`config.mk`:
```
export PLATFORM = sky130hd
export DESIGN_NAME = pmu_bank
export DESIGN_NICKNAME = d
export VERILOG_FILES = /design/src/rtl/pmu_pkg.sv /design/src/rtl/pmu_run_unit.sv /design/src/rtl/pmu_counter.sv /design/src/rtl/pmu_bank.sv
export SDC_FILE = /design/constraint.sdc
export NUM_CORES = 2
export LEC_CHECK = 0
export ABC_CLOCK_PERIOD_IN_PS = 5000
export BUFFER_PORTS_ARGS = -buffer_cell sky130_fd_sc_hd__buf_2
export CORE_ASPECT_RATIO = 0.7
export CORE_MARGIN = 5
export CORE_UTILIZATION = 49
export DETAILED_ROUTE_END_ITERATION = 8
export PLACE_DENSITY = 0.68
export SETUP_SLACK_MARGIN = 0.4
export SLEW_MARGIN = 15
export SYNTH_ARGS = -nofsm -noshare
export SYNTH_HDL_FRONTEND = slang
export SYNTH_HIERARCHICAL = 1
export SYNTH_SLANG_ARGS = --single-unit
```
`constraint.sdc`:
```
create_clock -name clk -period 5 [get_ports clk]
set_clock_uncertainty 0.2 [all_clocks]
set_input_delay 0.5 -clock clk [delete_from_list [all_inputs] [get_ports clk]]
set_output_delay 0.5 -clock clk [all_outputs]
set_load 0.005 [all_outputs]
```
`src/rtl/pmu_pkg.sv`:
```
package pmu_pkg;

    localparam int NPMC    = 8;
    localparam int SEL_W   = 8;
    localparam int MAP_FW  = 3;
    localparam int MAP_W   = MAP_FW * (NPMC - 2);
    localparam int NTHR    = 3;

    localparam logic [SEL_W-1:0] SEL_LDST = 8'h9B;
    localparam logic [SEL_W-1:0] SEL_THR  = 8'hF1;
    localparam logic [SEL_W-1:0] SEL_AND  = 8'hF2;
    localparam logic [SEL_W-1:0] SEL_MIN  = 8'hF9;
    localparam logic [SEL_W-1:0] SEL_MAX  = 8'hFA;

    localparam logic [4:0] A_SEL0 = 5'h08;
    localparam logic [4:0] A_MAP  = 5'h10;
    localparam logic [4:0] A_THR0 = 5'h11;
    localparam logic [4:0] A_OVF  = 5'h14;

    typedef enum logic [2:0] {
        M_IDLE, M_EVENT, M_LDST_INST, M_LDST_UOP,
        M_THRESH, M_BOTH, M_RUN_MIN, M_RUN_MAX
    } pmc_mode_e;

    // Selector code to mode, honouring what each counter index may do.
    function automatic pmc_mode_e decode_sel(logic [SEL_W-1:0] code, int idx, int nev);
        logic paired;
        logic mapped;
        paired = (idx == 2) || (idx == 4) || (idx == 6);
        mapped = (idx >= 2);
        if (code >= 8'd1 && int'(code) <= nev) return M_EVENT;
        if (code == SEL_LDST) begin
            if (idx == 7) return M_LDST_INST;
            if (idx == 5 || idx == 6) return M_LDST_UOP;
            return M_IDLE;
        end
        if (code == SEL_THR) return paired ? M_THRESH : M_IDLE;
        if (code == SEL_AND) return paired ? M_BOTH : M_IDLE;
        if (code == SEL_MIN) return mapped ? M_RUN_MIN : M_IDLE;
        if (code == SEL_MAX) return mapped ? M_RUN_MAX : M_IDLE;
        return M_IDLE;
    endfunction

endpackage

```
`src/rtl/pmu_run_unit.sv`:
```
module pmu_run_unit #(
    parameter int RUN_W = 16
) (
    input  logic             clk,
    input  logic             rst_n,
    input  logic             clr,
    input  logic             act,
    output logic [RUN_W-1:0] run_q,
    output logic [RUN_W:0]   len,
    output logic             run_end
);

    always_ff @(posedge clk) begin
        if (!rst_n)
            run_q <= '0;
        else if (clr)
            run_q <= '0;
        else if (act)
            run_q <= (run_q == '1) ? run_q : run_q + 1'b1;
        else
            run_q <= '0;
    end

    assign len     = {1'b0, run_q} + 1'b1;
    assign run_end = !act && (run_q != '0);

endmodule

```
`src/rtl/pmu_counter.sv`:
```
module pmu_counter
    import pmu_pkg::*;
#(
    parameter int IDX    = 0,
    parameter int CNT_W  = 48,
    parameter int NUM_EV = 16,
    parameter int INC_W  = 2,
    parameter int RUN_W  = 16
) (
    input  logic                         clk,
    input  logic                         rst_n,
    input  logic                         sel_we,
    input  logic                         val_we,
    input  logic [CNT_W-1:0]             wdata,
    input  logic [NUM_EV-1:0][INC_W-1:0] ev_inc,
    input  logic [1:0]                   ldst_insts,
    input  logic [1:0]                   ldst_uops,
    input  logic                         op_a,
    input  logic                         op_b,
    input  logic [RUN_W-1:0]             thr,
    output logic [CNT_W-1:0]             value,
    output logic [SEL_W-1:0]             sel_q,
    output logic [INC_W-1:0]             raw_inc,
    output logic                         wrap
);

    localparam int EV_IW = (NUM_EV > 1) ? $clog2(NUM_EV) : 1;

    pmc_mode_e          mode_q;
    logic [INC_W-1:0]   inc;
    logic               take_run;
    logic [CNT_W:0]     sum;
    logic [RUN_W-1:0]   run_q;
    logic [RUN_W:0]     len;
    logic               run_end;
    logic [CNT_W-1:0]   run_ext;
    logic [EV_IW-1:0]   ev_idx;

    // State register: the mode follows a selector write only.
    always_ff @(posedge clk) begin
        if (!rst_n) begin
            mode_q <= M_IDLE;
            sel_q  <= '0;
        end else if (sel_we) begin
            mode_q <= decode_sel(wdata[SEL_W-1:0], IDX, NUM_EV);
            sel_q  <= wdata[SEL_W-1:0];
        end
    end

    generate
        if (IDX >= 2) begin : g_run
            pmu_run_unit #(.RUN_W(RUN_W)) u_run (
                .clk     (clk),
                .rst_n   (rst_n),
                .clr     (sel_we),
                .act     (op_a),
                .run_q   (run_q),
                .len     (len),
                .run_end (run_end)
            );
        end else begin : g_norun
            assign run_q   = '0;
            assign len     = '0;
            assign run_end = 1'b0;
        end
    endgenerate

    assign run_ext = {{(CNT_W-RUN_W){1'b0}}, run_q};
    assign ev_idx  = EV_IW'(sel_q - 8'd1);

    // Output process: increment and run capture per mode.
    always_comb begin
        inc      = '0;
        raw_inc  = '0;
        take_run = 1'b0;
        unique case (mode_q)
            M_IDLE:      ;
            M_EVENT: begin
                inc     = ev_inc[ev_idx];
                raw_inc = inc;
            end
            M_LDST_INST: begin
                inc     = INC_W'(ldst_insts);
                raw_inc = inc;
            end
            M_LDST_UOP: begin
                inc     = INC_W'(ldst_uops);
                raw_inc = inc;
            end
            M_THRESH:    inc = INC_W'(op_a && (len >= {1'b0, thr}));
            M_BOTH:      inc = INC_W'(op_a && op_b);
            M_RUN_MIN:   take_run = run_end && ((value == '0) || (run_ext < value));
            M_RUN_MAX:   take_run = run_end && (run_ext > value);
            default:     ;
        endcase
    end

    assign sum  = {1'b0, value} + {{(CNT_W+1-INC_W){1'b0}}, inc};
    assign wrap = !val_we && sum[CNT_W];

    always_ff @(posedge clk) begin
        if (!rst_n)
            value <= '0;
        else if (val_we)
            value <= wdata;
        else if (take_run)
            value <= run_ext;
        else
            value <= sum[CNT_W-1:0];
    end

endmodule

```
`src/rtl/pmu_bank.sv`:
```
module pmu_bank
    import pmu_pkg::*;
#(
    parameter int CNT_W  = 48,
    parameter int NUM_EV = 16,
    parameter int INC_W  = 2,
    parameter int RUN_W  = 16
) (
    input  logic                         clk,
    input  logic                         rst_n,
    input  logic                         wr_en,
    input  logic [4:0]                   addr,
    input  logic [CNT_W-1:0]             wdata,
    output logic [CNT_W-1:0]             rdata,
    input  logic [NUM_EV-1:0][INC_W-1:0] ev_inc,
    input  logic [1:0]                   ldst_insts,
    input  logic [1:0]                   ldst_uops
);

    logic [NPMC-1:0][CNT_W-1:0] cnt_val;
    logic [NPMC-1:0][SEL_W-1:0] sel_val;
    logic [NPMC-1:0][INC_W-1:0] raw_inc;
    logic [NPMC-1:0]            wrap_vec;
    logic [NPMC-1:0]            ovf_q;
    logic [MAP_W-1:0]           map_q;
    logic [NTHR-1:0][RUN_W-1:0] thr_q;
    logic [NPMC-1:0]            ovf_clr;

    genvar k;
    generate
        for (k = 0; k < NPMC; k++) begin : g_pmc
            logic             op_a;
            logic             op_b;
            logic [RUN_W-1:0] thr;
            if (k >= 2) begin : g_a
                assign op_a = |raw_inc[map_q[MAP_FW*(k-2) +: MAP_FW]];
            end else begin : g_na
                assign op_a = 1'b0;
            end
            if (k >= 2 && (k % 2) == 0) begin : g_pair
                assign op_b = |raw_inc[k+1];
                assign thr  = thr_q[(k-2)/2];
            end else begin : g_npair
                assign op_b = 1'b0;
                assign thr  = '0;
            end
            pmu_counter #(
                .IDX(k), .CNT_W(CNT_W), .NUM_EV(NUM_EV), .INC_W(INC_W), .RUN_W(RUN_W)
            ) u_cnt (
                .clk        (clk),
                .rst_n      (rst_n),
                .sel_we     (wr_en && (addr == A_SEL0 + 5'(k))),
                .val_we     (wr_en && (addr == 5'(k))),
                .wdata      (wdata),
                .ev_inc     (ev_inc),
                .ldst_insts (ldst_insts),
                .ldst_uops  (ldst_uops),
                .op_a       (op_a),
                .op_b       (op_b),
                .thr        (thr),
                .value      (cnt_val[k]),
                .sel_q      (sel_val[k]),
                .raw_inc    (raw_inc[k]),
                .wrap       (wrap_vec[k])
            );
        end
    endgenerate

    assign ovf_clr = (wr_en && addr == A_OVF) ? wdata[NPMC-1:0] : '0;

    always_ff @(posedge clk) begin
        if (!rst_n) begin
            map_q <= '0;
            thr_q <= '0;
            ovf_q <= '0;
        end else begin
            ovf_q <= (ovf_q & ~ovf_clr) | wrap_vec;
            if (wr_en && addr == A_MAP)
                map_q <= wdata[MAP_W-1:0];
            for (int j = 0; j < NTHR; j++)
                if (wr_en && addr == A_THR0 + 5'(j))
                    thr_q[j] <= wdata[RUN_W-1:0];
        end
    end

    always_comb begin
        rdata = '0;
        if (addr < A_SEL0)
            rdata = cnt_val[addr[2:0]];
        else if (addr < A_MAP)
            rdata = {{(CNT_W-SEL_W){1'b0}}, sel_val[addr[2:0]]};
        else if (addr == A_MAP)
            rdata = {{(CNT_W-MAP_W){1'b0}}, map_q};
        else if (addr >= A_THR0 && addr < A_THR0 + 5'(NTHR))
            rdata = {{(CNT_W-RUN_W){1'b0}}, thr_q[addr - A_THR0]};
        else if (addr == A_OVF)
            rdata = {{(CNT_W-NPMC){1'b0}}, ovf_q};
    end

endmodule

```
; Yosys cells after proc, flatten, opt, wreduce, memory -nomap -nowiden
; Index checks and enable logic that the tools add are counted.
[word_totals]
input_bits = 92
regBits = 642
[op_classes]
n_reduce_logical = 106
order_cmp = 40
n_mux = 438
eq_ne = 76
add_sub_neg = 29
bitwise = 10
[ops]
columns = operator, count
row1 = two-way mux 48 bit, 16
row2 = adder 48 x 2 -> 49 bit, 8
row3 = two-way mux 3 bit, 129
row4 = > comparator 16 x 48 -> 1 bit, 6
row5 = logical NOT 48 bit, 6
row6 = < comparator 16 x 48 -> 1 bit, 6
row7 = two-way mux 1 bit, 232
row8 = binary-select mux 48 bit (select 3 bit), 1
row9 = "adder 16 x 1 -> 17 bit, second input constant", 6
row10 = "adder 16 x 1 -> 16 bit, second input constant", 6
row11 = "equality test 16 bit, second input constant", 6
row12 = nonzero test 16 bit, 6
row13 = binary-select mux 2 bit (select 4 bit), 8
row14 = "equality test 3 bit, second input constant", 21
row15 = logical AND 1 bit, 58
row16 = "greater-or-equal comparator 17 x 1 -> 1 bit, second input constant", 3
row17 = greater-or-equal comparator 17 x 16 -> 1 bit, 3
row18 = "equality test 3 x 2 -> 1 bit, second input constant", 16
row19 = case mux 2 bit (3 select lines), 8
row20 = "equality test 5 x 4 -> 1 bit, second input constant", 8
row21 = "equality test 8 bit, second input constant", 5
row22 = "< comparator 4 x 5 -> 1 bit, second input constant", 8
row23 = binary-select mux 2 bit (select 3 bit), 6
row24 = two-way mux 18 bit, 2
row25 = 31 further kinds, 125

; Logic depth before layout (Yosys ltp)
[logic_depth]
depth_word = 36
ltp_mapped = 27
ltp_nobuf = 24

; Cells and area by module
; The synthesis kept the hierarchy.
[by_module_without_submodules]
columns = module, n_inst, seq_area_each_um2, area_per_inst_um2, cells_per_inst
row1 = pmu_bank, 1, 1481.4, 7489.7, 713
row2 = pmu_counter (g_pmc[0].u_cnt ...), 2, 1141.1, 3563.4, 418
row3 = pmu_run_unit, 6, 320.3, 892.1, 94
row4 = pmu_counter (g_pmc[5].u_cnt), 1, 1181.1, 4837.1, 578
row5 = pmu_counter (g_pmc[4].u_cnt), 1, 1181.1, 4564.4, 547
row6 = pmu_counter (g_pmc[6].u_cnt), 1, 1181.1, 4499.3, 560
row7 = pmu_counter (g_pmc[2].u_cnt), 1, 1181.1, 4494.3, 546
row8 = pmu_counter (g_pmc[7].u_cnt), 1, 1181.1, 4483.0, 547
row9 = pmu_counter (g_pmc[3].u_cnt), 1, 1161.1, 4145.2, 495

; Least setup slack after synthesis
; OpenSTA, ideal clock, no wires.
[synth_path]
kind = register to register
startpoint = register g_pmc[5].u_cnt.sel_q[0]
endpoint = register ovf_q[2]
arrival_ns = 5.175
path_stages_with_launch = 25
path_buffers = 3
slack_ns = -0.433
path_cell_list = dfxtp_1 buf_6 inv_1 ha_1 clkbuf_1 mux4_2 mux4_2 nand2b_1 a311oi_1 nor2_1 mux4_2 a21oi_1 nand2_1 a2111oi_0 a21o_1 ha_1 inv_1 fa_1 nor2_1 nand2_1 nor3_1 buf_2 inv_1 nor4_1 o21a_1
[synth_lines]
columns = item, line
row1 = start: declaration, pmu_counter.sv:22  ; output logic [SEL_W-1:0] sel_q,
row2 = start signal: assignment, pmu_counter.sv:46  ; sel_q <= wdata[SEL_W-1:0];
row3 = end signal: assignment, pmu_bank.sv:77  ; ovf_q <= (ovf_q & ~ovf_clr) | wrap_vec;
row4 = end: declaration, pmu_bank.sv:24  ; logic [NPMC-1:0] ovf_q;

==> reports/metrics.cfg <==
[floorplan]
die_x_um = 380.1
die_area_um2 = 102300
die_h_um = 269.1
design.core.area_um2 = 95570
num_rows = 95
ios = 140
initial_core_util_pct = 49.15

[pwr]
p_leak_uw = 0.02066
peakVddDrop_mv = 0.2410
power_density_nw_per_um2 = 212.8

[worst_setup_path]
worstSetupStartpointType = flip-flop
crit_required_ps = 5420
worst_r2r_path_depth = 24
r2r_slack_ps = -230
worstPathCellList = inv_2 > ha_4 > mux4_2 > mux4_2 > nand2_2 > a311oi_4 > nor2_4 > mux4_2 > a21oi_4 > o2111ai_2 > o21bai_1 > buf_4 > ha_4 > inv_2 > fa_2 > nor2b_2 > and3_4 > nand3_4 > nor2_4 > buf_4 > nand2_4 > buf_6 > xor2_1 > o21ai_1
reg2reg_from = g_pmc[6].u_cnt/sel_q[0]
path_common_cell = mux4_2
cp.arrival_ps = 5650
rr_endpoint = g_pmc[4].u_cnt/value[38]
cp_max_fo = 7
startpoint = g_pmc[6].u_cnt/sel_q[0]
crit_type = flip-flop to flip-flop
crit_path_top_delay_cell = mux4_2
cp_slowest_stage_delay_ps = 500
end_kind = flip-flop

[drt]
postRouteWirelength_mm = 191.7
drtAntennaViolNets = 0
vias_per_cell = 6.572
wl_per_cell_um = 27.07
post-route-drc-count = 0
drtIter0Drc = 7044
firstDrtPassIters = 6
via_count = 46553

[outcome]
failed_checks = setup timing
outcome = finished with violations

[layout]
fin_util_pct = 58.96
layout-drive-gt1-share_pct = 24.80
final_cell_mix = dfxtp_1 (628), nand2_1 (503), buf_4 (328)
layout-area-overhead-vs-synth_pct = 19.94
layout.nets = 6080
final_common_cell = dfxtp_1

[hold_path]
hold_depth = 3
hold_end = g_pmc[2].u_cnt/value[23]
hp-start = wdata[23]
hold_class = input port to flip-flop

[synth]
syn_avg_cell_area_um2 = 8.725
synth_warnings = 6
synth_area_um2 = 46980
synthCells = 5384

[clock_network]
clock_latency_ps = 690
clock_path_buffers = 3
cts_root_buf = clkbuf_16
path_clk_slew_ps = 60
cts_sinks = 637
cts_tree = built
numCtsBuffers = 72
htreeDepth = 3

[placement]
io_buffers = 139
hpwl_mm = 140.5
place.gp.congestion = 1.053

[sta]
final-max-slew-violation-count = 0
setup_viol = 143
hold_viol = 0
worstMarginPinSlew_ps = 1332
finalWorstSetupSlack_ps = -229.6
finalCritPeriodShare_pct = 104.6
slew_headroom_pct = 11.01
fmax_mhz = 191.2
whs_ps = 48.39
period_minus_slack_ps = 5230
rsz0062_at_grt = true

[run]
cap_violations = 0

[global_route]
overflow = 0
track_usage_pct = 35.60
grt_pass1_wl_mm = 278.5
grt_max_degree = 117
antenna_found_initial = 14
first_global_vias = 42467

[final cells by class]
type	count	area, um2
diodes	7	17.52
clock buffers	98	2081
clock inverters	27	350.3
fillers	8382	39220
inverters	280	1059
multi-input cells	4194	33760
flip-flops and latches	637	12770
well taps	1261	1578
repair buffers	579	4723
[layer usage]
layer / part of all wire [%] / GRT usage (%) / up-vias
met4: 3.5 / 10.33 / 10
met1: 42 / 52.10 / 22429
met5: 0.099 / 0.6775 / -
met2: 39 / 48.31 / 3121
met3: 16 / 13.45 / 438
li1: - / - / 20555
[critical path: cells and delay by family, from the launching register on]
| kind | cells | cell delay, ps |
|---|---|---|
| flip-flops | 1 | 360 |
| XOR/XNOR | 1 | 130 |
| adder cells (fa/ha/maj) | 3 | 790 |
| multiplexers | 3 | 980 |
| AO/OA/AOI/OAI | 5 | 1290 |
| AND/OR/NAND/NOR | 7 | 860 |
| buffers and inverters | 5 | 560 |
[worst max-delay path by stage]
stage                                     to  slack (ps)  depth (start not counted)
finish              g_pmc[4].u_cnt/value[38]        -230                         24
global route        g_pmc[4].u_cnt/value[11]        -320                         23
CTS                                 ovf_q[7]        -110                         21
detailed placement                  ovf_q[5]        -610                         24
global placement                    ovf_q[5]        -560                         22
floorplan           g_pmc[2].u_cnt/value[47]         170                         25
[state kept, by name, summed over array words and instances (netlist names)]
register                       count
g_pmc.thr                         48
g_pmc.u_cnt/g_run.u_run/run_q     96
g_pmc.u_cnt/mode_q                19
g_pmc.u_cnt/sel_q                 64
g_pmc.u_cnt/value                384
map_q                             18
ovf_q                              8
[per-stage QoR]
| step | setup TNS, ps | std cells | area (um2) | setup WS, ps | power (uW) |
|---|---|---|---|---|---|
| floorplan | 0 | 5417 | 47640 | 169.8 | 5828 |
| finish | -9348 | 7083 | 56340 | -229.6 | 11990 |
| CTS | -1336 | 7036 | 55080 | -109.2 | 11920 |
| global placement | -11000 | 6846 | 51110 | -555.3 | 6312 |
| detailed placement | -18480 | 6846 | 51110 | -608.5 | 6318 |
| global route | -34870 | 7077 | 56330 | -320.7 | 12260 |
[where the power goes]
group / switching [uW] / total, uW / internal [uW]
Clock: 2430 / 5670 / 3240
Sequential: 73.4 / 5180 / 5110
Combinational: 734 / 1140 / 405
Total: 3230 / 12000 / 8750
[what timing repair did]
item | in CTS | in global routing
hold buffers | 18 | 0
endpoints found under the hold margin | 49 | 0
buffers inserted | 42 | 30
cloned | 5 | 10
pin swaps | 157 | 152
resized for setup | 275 | 180
endpoints found under the setup margin | 246 | 298
Power figures use the tool's default switching activity.
